### src/rtl/opin_pkg.sv
// Shared types for the output pin source selector.
// Assumes an 8-pin port whose routing field positions are fixed by the pin decoder.
package opin_pkg;
    localparam int PIN_COUNT = 8;

    // Source choice for pin 3.
    typedef enum logic [1:0] {
        P3_DATA  = 2'b00,
        P3_CT    = 2'b01,
        P3_BTX1  = 2'b10,
        P3_BRX1  = 2'b11
    } p3_src_e;

    // Source choice for pin 2.
    typedef enum logic [1:0] {
        P2_DATA  = 2'b00,
        P2_ATX16 = 2'b01,
        P2_ATX1  = 2'b10,
        P2_ARX1  = 2'b11
    } p2_src_e;

    // Routing register layout, most significant field first.
    typedef struct packed {
        logic    alt7;
        logic    alt6;
        logic    alt5;
        logic    alt4;
        p3_src_e p3;
        p2_src_e p2;
    } route_t;
endpackage

### src/rtl/opin_regs.sv
// Holds the pin-data register and the routing register.
// Assumes one write per cycle; wr_sel picks the target.
module opin_regs #(
    parameter int W = 8
) (
    input  logic         clk,
    input  logic         rst_n,
    input  logic         wr_en,
    input  logic         wr_sel,
    input  logic [W-1:0] wr_data,
    output logic [W-1:0] data_q,
    output logic [W-1:0] route_q
);
    // Capture writes; both registers clear on reset.
    always_ff @(posedge clk) begin
        if (!rst_n) begin
            data_q  <= '0;
            route_q <= '0;
        end else if (wr_en) begin
            if (wr_sel) route_q <= wr_data;
            else        data_q  <= wr_data;
        end
    end
endmodule

### src/rtl/opin_ct_hold.sv
// Counter-mode latch for the counter/timer pin output.
// Assumes terminal and stop arrive as one-cycle pulses; stop has priority.
module opin_ct_hold (
    input  logic clk,
    input  logic rst_n,
    input  logic count_mode,
    input  logic terminal,
    input  logic stop,
    input  logic wave,
    output logic hold_q,
    output logic ct_out
);
    // Track the sticky low level after terminal count.
    always_ff @(posedge clk) begin
        if (!rst_n)                     hold_q <= 1'b1;
        else if (stop)                  hold_q <= 1'b1;
        else if (terminal && count_mode) hold_q <= 1'b0;
    end

    // Present the latch in counter mode and the wave in timer mode.
    always_comb ct_out = count_mode ? hold_q : wave;
endmodule

### src/rtl/opin_pin_sel.sv
// Per-pin source selection and open-drain mode.
// Assumes all sources are already synchronous to clk or are clocks routed as data.
module opin_pin_sel
    import opin_pkg::*;
#(
    parameter int N = PIN_COUNT
) (
    input  logic [N-1:0] data_q,
    input  route_t       route,
    input  logic         txrdy_a,
    input  logic         txrdy_b,
    input  logic         stat_a_rx,
    input  logic         stat_b_int,
    input  logic         ct_out,
    input  logic         a_tx_16x,
    input  logic         a_tx_1x,
    input  logic         a_rx_1x,
    input  logic         b_tx_1x,
    input  logic         b_rx_1x,
    input  logic [3:0]   a_clk_sel,
    output logic [N-1:0] val,
    output logic [N-1:0] od
);
    localparam int FIXED_PINS = 2;

    // Pins without an alternate source.
    for (genvar i = 0; i < FIXED_PINS; i++) begin : g_fixed
        assign val[i] = ~data_q[i];
        assign od[i]  = 1'b0;
    end

    // Pin 2: clock taps; the 16X tap falls back to 1X when the divider is bypassed.
    always_comb begin
        od[2] = 1'b0;
        unique case (route.p2)
            P2_DATA:  val[2] = ~data_q[2];
            P2_ATX16: val[2] = (a_clk_sel == 4'hF) ? a_tx_1x : a_tx_16x;
            P2_ATX1:  val[2] = a_tx_1x;
            P2_ARX1:  val[2] = a_rx_1x;
            default:  val[2] = ~data_q[2];
        endcase
    end

    // Pin 3: counter/timer or channel B bit clocks.
    always_comb begin
        od[3] = (route.p3 == P3_CT);
        unique case (route.p3)
            P3_DATA: val[3] = ~data_q[3];
            P3_CT:   val[3] = ct_out;
            P3_BTX1: val[3] = b_tx_1x;
            P3_BRX1: val[3] = b_rx_1x;
            default: val[3] = ~data_q[3];
        endcase
    end

    // Pins 4..7: inverted status flag when the alternate bit is set.
    always_comb begin
        od[4]  = route.alt4;
        od[5]  = route.alt5;
        od[6]  = route.alt6;
        od[7]  = route.alt7;
        val[4] = route.alt4 ? ~stat_a_rx  : ~data_q[4];
        val[5] = route.alt5 ? ~stat_b_int : ~data_q[5];
        val[6] = route.alt6 ? ~txrdy_a    : ~data_q[6];
        val[7] = route.alt7 ? ~txrdy_b    : ~data_q[7];
    end
endmodule

### src/rtl/opin_drive.sv
// Converts value and open-drain mode into a per-pin drive enable.
// Assumes an open-drain pin releases its line for a logic 1.
module opin_drive #(
    parameter int N = 8
) (
    input  logic [N-1:0] val,
    input  logic [N-1:0] od,
    output logic [N-1:0] drv
);
    for (genvar i = 0; i < N; i++) begin : g_drv
        assign drv[i] = ~(od[i] & val[i]);
    end
endmodule

### src/rtl/opin_mux_top.sv
// Top of the output pin source selector: registers, counter latch, pin routing, drivers.
// Assumes every stimulus input is synchronous to clk.
module opin_mux_top
    import opin_pkg::*;
(
    input  logic       clk,
    input  logic       rst_n,
    input  logic       wr_en,
    input  logic       wr_sel,
    input  logic [7:0] wr_data,
    input  logic       txrdy_a,
    input  logic       txrdy_b,
    input  logic       stat_a_rx,
    input  logic       stat_b_int,
    input  logic       ct_wave,
    input  logic       ct_count_mode,
    input  logic       ct_terminal,
    input  logic       ct_stop,
    input  logic       a_tx_16x,
    input  logic       a_tx_1x,
    input  logic       a_rx_1x,
    input  logic       b_tx_1x,
    input  logic       b_rx_1x,
    input  logic [3:0] a_clk_sel,
    output logic [7:0] pin_val,
    output logic [7:0] pin_od,
    output logic [7:0] pin_drv
);
    logic [PIN_COUNT-1:0] data_q;
    logic [PIN_COUNT-1:0] route_q;
    logic                 hold_q;
    logic                 ct_out;

    opin_regs #(.W(PIN_COUNT)) regs_i (
        .clk(clk), .rst_n(rst_n), .wr_en(wr_en), .wr_sel(wr_sel),
        .wr_data(wr_data), .data_q(data_q), .route_q(route_q)
    );

    opin_ct_hold ct_i (
        .clk(clk), .rst_n(rst_n), .count_mode(ct_count_mode),
        .terminal(ct_terminal), .stop(ct_stop), .wave(ct_wave),
        .hold_q(hold_q), .ct_out(ct_out)
    );

    opin_pin_sel #(.N(PIN_COUNT)) sel_i (
        .data_q(data_q), .route(route_t'(route_q)),
        .txrdy_a(txrdy_a), .txrdy_b(txrdy_b),
        .stat_a_rx(stat_a_rx), .stat_b_int(stat_b_int), .ct_out(ct_out),
        .a_tx_16x(a_tx_16x), .a_tx_1x(a_tx_1x), .a_rx_1x(a_rx_1x),
        .b_tx_1x(b_tx_1x), .b_rx_1x(b_rx_1x), .a_clk_sel(a_clk_sel),
        .val(pin_val), .od(pin_od)
    );

    opin_drive #(.N(PIN_COUNT)) drv_i (
        .val(pin_val), .od(pin_od), .drv(pin_drv)
    );
endmodule

### config.mk
export PLATFORM = sky130hd
export DESIGN_NAME = opin_mux_top
export DESIGN_NICKNAME = d
export VERILOG_FILES = /design/src/rtl/opin_pkg.sv /design/src/rtl/opin_regs.sv /design/src/rtl/opin_ct_hold.sv /design/src/rtl/opin_pin_sel.sv /design/src/rtl/opin_drive.sv /design/src/rtl/opin_mux_top.sv
export SDC_FILE = /design/constraint.sdc
export NUM_CORES = 1
export LEC_CHECK = 0
export ABC_CLOCK_PERIOD_IN_PS = 1800
export BUFFER_PORTS_ARGS = -buffer_cell sky130_fd_sc_hd__buf_2
export CAP_MARGIN = 20
export CORE_MARGIN = 2
export CORE_UTILIZATION = 41
export DETAILED_ROUTE_END_ITERATION = 10
export GPL_TIMING_DRIVEN = 0
export PLACE_DENSITY = 0.77
export SLEW_MARGIN = 20
export SYNTH_ARGS = -nofsm -noshare
export SYNTH_HDL_FRONTEND = slang
export SYNTH_HIERARCHICAL = 1
export SYNTH_SLANG_ARGS = --single-unit
### constraint.sdc
create_clock -name clk -period 1.8 [get_ports clk]
set_clock_uncertainty 0.2 [all_clocks]
set_input_delay 0.09 -clock clk [delete_from_list [all_inputs] [get_ports clk]]
set_output_delay 0.09 -clock clk [all_outputs]
set_load 0.02 [all_outputs]
==> impl_results.md <==
* Outcome: complete, but fails checks
* Failing checks: negative setup slack
* Clock H-tree levels at 1
* Wirelength per Cell at 11.64 um
* Placed cells at about 170
* Post-DP Area at about 1100 sq um
* Met2 WL at about 1200 um
* P_sw at approximately 240 uW
* Internal Power at approximately 600 uW
* Layout Cells excl Fill at around 190
* Total Routing Usage GR at 0.1803
* R2R Setup Slk at roughly 0.24 ns
* VDD IR-drop max at 533.0 uV
* Die H at 50.29 um
* CP Class: reg -> out
* Clk sink count at 17
* Max Clock Freq at about 540 MHz
* Highest Signal Layer: met3
* Num CTS Buffers at 3
* Area of the multi-input gates at 442.9 sq um
* Final WS setup at -0.06448 ns
* Switching Share at 0.2871
* Syn Inst Count at 96
* Rows at 16
* Biggest cell delay along the critical path at 0.50 ns
* Reg2reg end: ct_i/hold_q
* Metal3 WL at around 100 um
* Area Overhead vs Synth at 50.00%
* Crit path DAT at 1.57 ns
* Synth top area share at 0.3875
* GP Congestion at 0.6169
* Fraction of layout cells with a size suffix above 1 at 0.4099
* Die W at ~50 um
* Antenna viol nets, final at 0
* Clock Latency Late Sink at 0.27 ns
* Initial Utilization at 0.4432
* IO Port Bufs at 46
* Initial antenna violation count at 0
* Sequential power share at 0.493
* Max Fanout on Critical Path at 2
* Average size of a mapped cell at 9.149 sq um
* Routed WL at 2189 um
* Post-synthesis sequential area ratio at 0.3875
* DRC viols at 0
* RSZ-0062 raised after global routing: true
* Worst setup endpoint: pin_drv[3]
* CTS tree: done
* Worst path required time at ~1.5 ns
* Final cycle utilization of the critical path at 1.036
* Minimum clock period at between 1.5 and 2 ns
* Post-synth cell types at 14
* Util after Layout at 0.6648
* I/O pins at 53
* Dpl hpwl at 1602 um
* Synthesized cell area at 878.3 sq um
* R2R cell count at 3
* #FFs+latches synth at 17
* CP startpoint: ct_i/hold_q
* Register area at about 340 sq um
* Vias in the first global route at between 800 and 900
* Fin. Hold Viols at 0
* Worst-path clk slew at 0.10 ns
* Worst-path cell chain: mux2_4 > mux4_2 > nand2_2 > buf_6
* Synth area leader: dfxtp_1
* Total core area at about 2000 sq um
* Ys Warns at 6
* Via density per instance at ~4.5
* Die Footprint at between 2000 and 3000 sq um
* Final #Nets at roughly 190
* Slowest cell on crit path: mux4_2
* Antenna cells at 0
* Detailed Routing Iterations Pass 1 at 3
* Max cap viols at 0
* Final setup fails at 2
* Setup_tns at -0.1108 ns
* Largest net degree at the start of global routing at 11
* First-pass GRT wire length at ~3500 um
* Reg2reg start: ct_i/hold_q
* 1st-iter DRT viols at 5
* Root Driver: clkbuf_4
* Comb pwr share at 0.268
* Fin area at ~1300 sq um
* Place WS at 0.2545 ns
* Pleak at 0.0006094 uW
* Met1 wire length at ~860 um
* Clock power frac at 0.239
* Crit end category: output pin
* Filler cells at approximately 160
* Top cells by area, synth: dfxtp_1 (39%), mux2i_1 (23%), nand2_1 (14%)
* Final Max Tran Viols at 0
* GRT overflow at 0
* Vias post-DR at roughly 850
* Longest Clk Path Bufs at 2
* Pwr per Cell Area at 628.2 nW/um^2
* Hold WC Path Type: in -> reg
* Startpoint types: flop
-- repair_timing --
item	CTS	global route
hold endpoints to repair	17	0
setup buffers	1	0
hold buffers	12	0
gates resized for setup	5	0
endpoints found under the setup margin	2	2
pin swaps	1	1
-- power groups by stage --
| stage | clock (uW) | sequential [uW] | combinational (uW) |
|---|---|---|---|
| final | 197 | 408 | 222 |
| after global routing | 226 | 411 | 239 |
| after CTS | 204 | 408 | 220 |
| after detailed placement | 0 | 417 | 195 |
| after global placement | 0 | 416 | 190 |
| after floorplan | 0 | 414 | 130 |
-- routing by layer --
layer  GRT usage  vias to the layer above
met5           0                        -
met4     0.05556                        0
met3     0.02679                        0
met2      0.3531                       27
met1      0.1940                      390
li1            -                      436
-- metrics by stage --
stage | total power, uW | hold WS, ns
4_1_cts | 831.8 | 0.06751
3_3_place_gp | 605.7 | 0.07044
2_1_floorplan | 543.4 | -0.01566
3_5_place_dp | 612.5 | 0.09666
6_report | 827.7 | 0.06640
5_1_grt | 875.8 | 0.07177
-- placed cells by master (no fill, tap or decap), drive strengths merged --
master       instances
mux2                 2
mux4                 2
clkbuf               4
dlygate4sd3         12
conb                 3
dfxtp               17
inv                  5
mux2i               20
a211o                1
and2                 1
buf                 58
nor2b                2
nand2               33
nand4                1
-- sequential cells by signal, summed over array words and instances, names as in the netlist --
signal and count:
regs_i/data_q 8, regs_i/route_q 8, ct_i/hold_q 1
-- kinds of logic after synthesis --
logic type | Yosys count | synth area share
buffers and inverters | 16 | 0.1239
other | 1 | 0.004269
and+or+nand+nor | 37 | 0.1695
DFF | 17 | 0.3875
AOI/OAI and AO/OA | 1 | 0.009973
muxes | 24 | 0.3048
-- area by class of cell --
cell class,instances,area share
multi-input cells,65,0.3362
repair buffers,59,0.2764
flip-flops and latches,17,0.2593
plain buffers,11,0.06838
well taps,27,0.02564
clock buffers,4,0.01994
inverters,5,0.01425
-- critical path: cells and delay by family, from the launching register on --
kind | cells | cell delay [ns]
AND/OR/NAND/NOR | 1 | 0.09
buffers and inverters | 1 | 0.11
flip-flops | 1 | 0.34
multiplexers | 2 | 0.76
-- worst min path at each step --
stage | depth (start not counted) | slack (ns) | from | endpoint
finish | 4 | 0.07 | wr_sel | regs_i/data_q[4]
global route | 4 | 0.07 | wr_sel | regs_i/data_q[2]
CTS | 4 | 0.07 | wr_sel | regs_i/data_q[4]
detailed placement | 2 | 0.1 | ct_stop | ct_i/hold_q
global placement | 2 | 0.07 | ct_stop | ct_i/hold_q
floorplan | 1 | -0.02 | ct_stop | ct_i/hold_q
-- synth_stat cells --
cell type and instances:
a211o_1 1, and2_1 1, buf_4 9, buf_6 2
conb_1 1, dfxtp_1 17, inv_1 5, mux2_1 1
mux2_2 1, mux2i_1 20, mux4_2 2, nand2_1 33
nand4_1 1, nor2b_1 2
(Power assumes the default switching activity.)
